File: src/rtl/lane_parity_pkg.sv
package lane_parity_pkg;

   typedef enum logic {
      PAR_EVEN = 1'b0,
      PAR_ODD  = 1'b1
   } par_sense_e;

   localparam int unsigned DEF_LANES  = 4;
   localparam int unsigned DEF_LANE_W = 9;

   // Level driven on the active-low flag when nothing is wrong.
   localparam logic FLAG_IDLE = 1'b1;

endpackage

File: src/rtl/lp_lane_check.sv
module lp_lane_check #(
   parameter int unsigned LANE_W = 9
) (
   input  logic [LANE_W-1:0] lane_bits,
   input  logic              odd_sel,
   input  logic              lane_used,
   output logic              lane_bad
);
   // The reduction XOR of all bits is 1 when the count of ones is odd.
   logic ones_odd;

   always_comb begin
      ones_odd = ^lane_bits;
      lane_bad = lane_used & (ones_odd != odd_sel);
   end
endmodule

File: src/rtl/lp_lane_gen.sv
module lp_lane_gen #(
   parameter int unsigned LANE_W = 9
) (
   input  logic [LANE_W-1:0] lane_in,
   input  logic              odd_sel,
   input  logic              gen_en,
   output logic [LANE_W-1:0] lane_out
);
   localparam int unsigned DW = LANE_W - 1;

   logic par_bit;

   always_comb begin
      // Odd: inverted XOR of the data bits. Even: plain XOR.
      par_bit  = (^lane_in[DW-1:0]) ^ odd_sel;
      lane_out = {gen_en ? par_bit : lane_in[DW], lane_in[DW-1:0]};
   end
endmodule

File: src/rtl/lp_flag_stage.sv
module lp_flag_stage
   import lane_parity_pkg::*;
#(
   parameter bit REG_FLAG = 1'b0
) (
   input  logic clk,
   input  logic rst_n,
   input  logic any_bad,
   input  logic mask_err,
   output logic flag_n
);
   logic flag_next;

   always_comb flag_next = mask_err ? FLAG_IDLE : ~any_bad;

   generate
      if (REG_FLAG) begin : g_reg
         logic flag_q;

         always_ff @(posedge clk or negedge rst_n) begin
            if (!rst_n) flag_q <= FLAG_IDLE;
            else        flag_q <= flag_next;
         end
         assign flag_n = flag_q;

         // an unmasked error reaches the flag exactly one clock later
         assert_reg_latency_R8: assert property (@(posedge clk) disable iff (!rst_n)
            (any_bad && !mask_err) |=> !flag_n);
         assert_reg_clear_R8: assert property (@(posedge clk) disable iff (!rst_n)
            (!any_bad || mask_err) |=> flag_n);
      end else begin : g_comb
         assign flag_n = flag_next;

         // no delay between the lane results and the flag
         assert_comb_now_R9: assert property (@(posedge clk) disable iff (!rst_n)
            (any_bad && !mask_err) |-> !flag_n);
      end
   endgenerate
endmodule

File: src/rtl/lane_parity_unit.sv
module lane_parity_unit
   import lane_parity_pkg::*;
#(
   parameter int unsigned LANES    = DEF_LANES,
   parameter int unsigned LANE_W   = DEF_LANE_W,
   parameter bit          REG_FLAG = 1'b0
) (
   input  logic                      clk,
   input  logic                      rst_n,
   input  logic [LANES*LANE_W-1:0]   chk_bus,
   input  logic [LANES*LANE_W-1:0]   rd_data_in,
   input  logic                      odd_sel,
   input  logic                      gen_en,
   input  logic [LANES-1:0]          lane_en,
   input  logic                      mbox_rd,
   output logic                      perr_n,
   output logic [LANES*LANE_W-1:0]   rd_data_out
);
   localparam int unsigned BUS_W = LANES * LANE_W;
   localparam int unsigned DW    = LANE_W - 1;

   generate
      if (LANE_W < 2) begin : g_bad_width
         $error("lane_parity_unit: LANE_W must be at least 2");
      end
      if (LANES < 1) begin : g_bad_lanes
         $error("lane_parity_unit: LANES must be at least 1");
      end
   endgenerate

   logic [LANES-1:0] lane_bad;
   logic             any_bad;
   logic             mask_err;

   genvar k;
   generate
      for (k = 0; k < LANES; k++) begin : g_lane
         lp_lane_check #(.LANE_W(LANE_W)) u_chk (
            .lane_bits (chk_bus[k*LANE_W +: LANE_W]),
            .odd_sel   (odd_sel),
            .lane_used (lane_en[k]),
            .lane_bad  (lane_bad[k])
         );

         lp_lane_gen #(.LANE_W(LANE_W)) u_gen (
            .lane_in  (rd_data_in[k*LANE_W +: LANE_W]),
            .odd_sel  (odd_sel),
            .gen_en   (gen_en),
            .lane_out (rd_data_out[k*LANE_W +: LANE_W])
         );

         // generated lane always carries the selected parity sense
         assert_gen_parity_R5: assert property (@(posedge clk) disable iff (!rst_n)
            gen_en |-> ((^rd_data_out[k*LANE_W +: LANE_W]) == odd_sel));
         // data bits are never touched
         assert_data_kept_R6: assert property (@(posedge clk) disable iff (!rst_n)
            rd_data_out[k*LANE_W +: DW] == rd_data_in[k*LANE_W +: DW]);
      end
   endgenerate

   // The parity trees serve the mailbox generator, so checking is masked.
   always_comb begin
      any_bad  = |lane_bad;
      mask_err = mbox_rd & gen_en;
   end

   lp_flag_stage #(.REG_FLAG(REG_FLAG)) u_flag (
      .clk      (clk),
      .rst_n    (rst_n),
      .any_bad  (any_bad),
      .mask_err (mask_err),
      .flag_n   (perr_n)
   );

   // without generation the read word passes through whole
   assert_passthru_R6: assert property (@(posedge clk) disable iff (!rst_n)
      !gen_en |-> (rd_data_out == rd_data_in));

   generate
      if (!REG_FLAG) begin : g_comb_chk
         // mailbox read with generation never shows an error
         assert_mbox_mask_R7: assert property (@(posedge clk) disable iff (!rst_n)
            (mbox_rd && gen_en) |-> perr_n);
         // with no lane in use there is nothing to report
         assert_no_lanes_R4: assert property (@(posedge clk) disable iff (!rst_n)
            (lane_en == '0) |-> perr_n);
      end else begin : g_reg_chk
         assert_mbox_mask_R7: assert property (@(posedge clk) disable iff (!rst_n)
            (mbox_rd && gen_en) |=> perr_n);
         assert_no_lanes_R4: assert property (@(posedge clk) disable iff (!rst_n)
            (lane_en == '0) |=> perr_n);
      end
   endgenerate

   logic unused_w;
   assign unused_w = ^BUS_W[0];
endmodule

File: config.mk
export PLATFORM = sky130hd
export DESIGN_NAME = lane_parity_unit
export DESIGN_NICKNAME = d
export VERILOG_FILES = /design/src/rtl/lane_parity_pkg.sv /design/src/rtl/lp_lane_check.sv /design/src/rtl/lp_lane_gen.sv /design/src/rtl/lp_flag_stage.sv /design/src/rtl/lane_parity_unit.sv
export SDC_FILE = /design/constraint.sdc
export NUM_CORES = 1
export LEC_CHECK = 0
export BUFFER_PORTS_ARGS = -buffer_cell sky130_fd_sc_hd__buf_2
export CAP_MARGIN = 20
export CORE_AREA = 2 2 57 59
export DETAILED_ROUTE_END_ITERATION = 10
export DIE_AREA = 0 0 59 61
export PLACE_DENSITY = 0.91
export SKIP_LAST_GASP = 1
export SLEW_MARGIN = 10
export SYNTH_ARGS = -nofsm -noshare
export SYNTH_HDL_FRONTEND = slang
export SYNTH_SLANG_ARGS = --single-unit
File: constraint.sdc
create_clock -name vclk -period 1.43
set_input_delay 0 -clock vclk [all_inputs]
set_output_delay 0 -clock vclk [all_outputs]
set_load 0.01 [all_outputs]
### Word level (Yosys, flattened, before mapping)

Cells that the tools add are included.

* bits in registers: 0
* logic and storage cells: 28
* input port bits: 81
* output and inout bits: 37

* equal/unequal tests: 4
* bitwise logic cells: 10
* reduce and logical (&&, ||, !) cells: 9
* mux-type cells: 5

Operators by type and width (count)
* $reduce_xor A9 Y1: 4
* $reduce_xor A8 Y1: 4
* $and A1 B1 Y1: 5
* $mux W1: 5
* $ne A1 B1 Y1: 4
* $reduce_or A4 Y1: 1
* $xor A1 B1 Y1: 4
* $not A1 Y1: 1

### Depth between registers and ports, before layout

* depth in word-level cells: 6
* mapped depth: 6
* depth with buffers taken out: 5

### Hierarchy

A second synthesis with hierarchy kept.

* cells, all modules: 103
* area total of the unflattened synthesis: 1041.0 sq um

Modules (own cells, without submodules)
* lp_lane_gen: cells each 16, area an instance 165.2 sq um, seq. area each 0.0 sq um, instances 4
* lp_lane_check: cells each 9, area an instance 90.1 sq um, seq. area each 0.0 sq um, instances 4
* lane_parity_unit: cells each 2, area an instance 13.8 sq um, seq. area each 0.0 sq um, instances 1
* lp_flag_stage: cells each 1, area an instance 6.3 sq um, seq. area each 0.0 sq um, instances 1

### Worst setup path before layout

OpenSTA, ideal clock, no wires.

* path kind: input-to-output
* from: input port odd_sel
* to: output port perr_n
* path slack: 346 ps
* data arrival time: 1084 ps
* cell stages on the path: 6
* data required time: 1430 ps
* buffers on the path: 1
* cells stage by stage: buf_6 -> xnor2_2 -> xnor3_1 -> xnor2_1 -> a22oi_1 -> a22o_1

* word-level cells in the longest chain between the ends: 5
* elaborated cells between the ends (all ways): 11
* those cells by class: 4 x eq/ne; 1 x mux; 5 x bitwise; 1 x reduce/logical

RTL lines
* start: declaration: RTL line lane_parity_unit.sv:12 `input logic odd_sel,`
* $ne A1 B1 Y1: RTL line lp_lane_check.sv:14 `lane_bad = lane_used & (ones_odd != odd_sel);`
* $and A1 B1 Y1: RTL line lp_lane_check.sv:14
* $reduce_or A4 Y1 *: RTL line lane_parity_unit.sv:63 `any_bad = |lane_bad;`
* $not A1 Y1 *: RTL line lp_flag_stage.sv:14 `always_comb flag_next = mask_err ? FLAG_IDLE : ~any_bad;`
* $mux W1 *: RTL line lp_flag_stage.sv:14
* end: declaration: RTL line lane_parity_unit.sv:16 `output logic perr_n,`

Mark *: on every way between the ends. The rest lies on a longest branch, timed or not.

### Worst setup path after layout

* from: input port chk_bus[14]
* to: output port perr_n

* word-level cells in the longest chain between the ends: 6

RTL lines
* start: declaration: RTL line lane_parity_unit.sv:10 `input logic [LANES*LANE_W-1:0] chk_bus,`
* $reduce_xor A9 Y1: RTL line lp_lane_check.sv:13 `ones_odd = ^lane_bits;`
* $ne A1 B1 Y1: RTL line lp_lane_check.sv:14
* $and A1 B1 Y1: RTL line lp_lane_check.sv:14
* $reduce_or A4 Y1: RTL line lane_parity_unit.sv:63
* $not A1 Y1: RTL line lp_flag_stage.sv:14
* $mux W1: RTL line lp_flag_stage.sv:14

Every way passes these cells.

==> impl_results.md <==
* Layout cell share with drive strength beyond 1 at 65.96%
* Initial antenna violation count at 0
* Total Wirelength at 2127 um
* Seq_cells at 0
* Syn Std Cell Area at 958.4 um^2
* Die Span Y at 61 um
* Overall Global Routing Usage at 10.61%
* Clkbuf count at 0
* Post-route ant nets at 0
* Worst EP arrival at 1.31 ns
* Outcome: completed
* RSZ-0062 raised after global routing: false
* Setup bufs post-CTS at 0
* Core region area at 2953 um^2
* Hold_buf cts at 0
* Setup TNS at 0 ns
* Sequential element share of the synthesized area at 0%
* DIE AREA at 3599 um^2
* Syn Nets at 185
* PD cells at 530.9 nW/um^2
* Slew Limit Fails at 0
* Port Buffer Count at 116
* Synth Area per Inst at 9.216 um^2
* Initial Util at 32.46%
* Routability Congestion at 0.6845
* WHS at 0.2094 ns
* Yosys cell types at 9
* Slowest cell on crit path: xnor3_1
* Die X at 59 um
* Maximum vdd drop at 231.9 uV
* DR vias at 916
* Leak pwr at 0.7162 nW
* Fill count at 300
* WP data required at 1.43 ns
* Mean number of vias per cell at 4.145
* Fmax at 761.3 MHz
* Top-Level Pins at 118
* Crit path cell chain: buf_2, xnor2_1, xnor3_1, xnor2_1, a22oi_1, a22o_1, buf_2
* GRT overflow at 0
* Register area at 0 um^2
* DR WL/cell at 9.624 um
* Synth Instances at 104
* Place WS at 0.09456 ns
* FP Rows at 20
* Final period utilization at 91.85%
* First-pass GRT wire length at 3029 um
* Post-cts repair resize count at 0
* Crit Path Max Fanout at 1
* Worst rel slew slack at 86.45%
* Worst slew pin tran at 0.2018 ns
* Diode count at 0
* Largest stage delay, worst path at 0.43 ns
* Max_cap viols at 0
* Crit start category: input pin
* Multi-input logic area at 706.9 um^2
* Layout Nets at 271
* Iteration count of the initial detailed-routing pass at 4
* Setup crit end kind: output pin
* Hold WC Path Type: input pin to output pin
* Area grow syn2layout at 39.43%
* WS Path Type: input pin to output pin
* Final Hold Viols at 0
* Via count of the first global-routing pass at 819
* DP Wirelength at 2041 um
* Setup Viol. Count Final at 0
* DRC violations left at 0
* Synth warn at 0
* Worst Setup Slack, final at 0.1165 ns
* Largest net degree at the start of global routing at 6
* Fin crit period at 1.313 ns
* DR iter-0 viols at 23
==> Yosys cell counts, drive strengths merged <==
cell   instances  share of area [%]
a22oi          2                1.6
mux2           4                4.7
xnor2         48                 46
a22o           1               0.91
xor2          12                 11
buf           33                 26
xnor3          4                9.4
==> kinds of logic after synthesis <==
kind of cell,Yosys count,synth area share (%)
AOI/OAI and AO/OA,3,2.480
xor gates and xnor gates,64,66.58
buffers and inverters,33,26.24
muxes,4,4.699
==> worst paths after layout <==
path	from	end	slack [ns]	cells past startpoint
hold / removal	rd_data_in[12]	rd_data_out[12]	0.21	2
setup / recovery	chk_bus[14]	perr_n	0.12	7
==> per-layer routing <==
metal	share of wire, %	wire (um)	global-route usage, %	vias up
met3	13	275	1.279	0
met4	0	0	0	0
met5	0	0	0	-
met2	57	1214	26.19	66
li1	-	-	-	461
met1	30	637	8.779	389
==> power by group <==
group / switching [mW] / internal, mW / leakage [nW] / total [mW]
clock: 0 / 0 / 0 / 0
combinational: 0.287 / 0.423 / 0.716 / 0.709
sequential: 0 / 0 / 0 / 0
total: 0.287 / 0.423 / 0.716 / 0.709
==> final cells by class <==
cell class | instances | share of cell area (%)
multi-input cells | 71 | 52.90
well taps | 33 | 3.090
repair buffers | 117 | 44.01
==> cell usage in the layout, fill, tap and decap left out <==
master,n
xor2_1,12
buf_4,1
xnor3_1,4
buf_2,116
a22o_1,1
xnor2_1,45
xnor2_2,3
mux2_2,4
a22oi_1,2
==> per-stage QoR <==
stage | power (mW) | std cells | cell area [um^2] | util [%]
CTS | 0.7241 | 221 | 1336 | 45.25
finish | 0.7094 | 221 | 1336 | 45.25
floorplan | 0.5314 | 104 | 958.4 | -
global placement | 0.7061 | 221 | 1336 | 45.25
detailed placement | 0.7207 | 221 | 1336 | 45.25
global route | 0.7839 | 221 | 1336 | 45.25
==> worst max-delay path, delay by kind of cell <==
family	cells	cell delay, ns
xor gates and xnor gates	3	0.75
AOI/OAI and AO/OA	2	0.34
buffers and inverters	2	0.23
No activity file was read; power rests on OpenSTA's default activity.
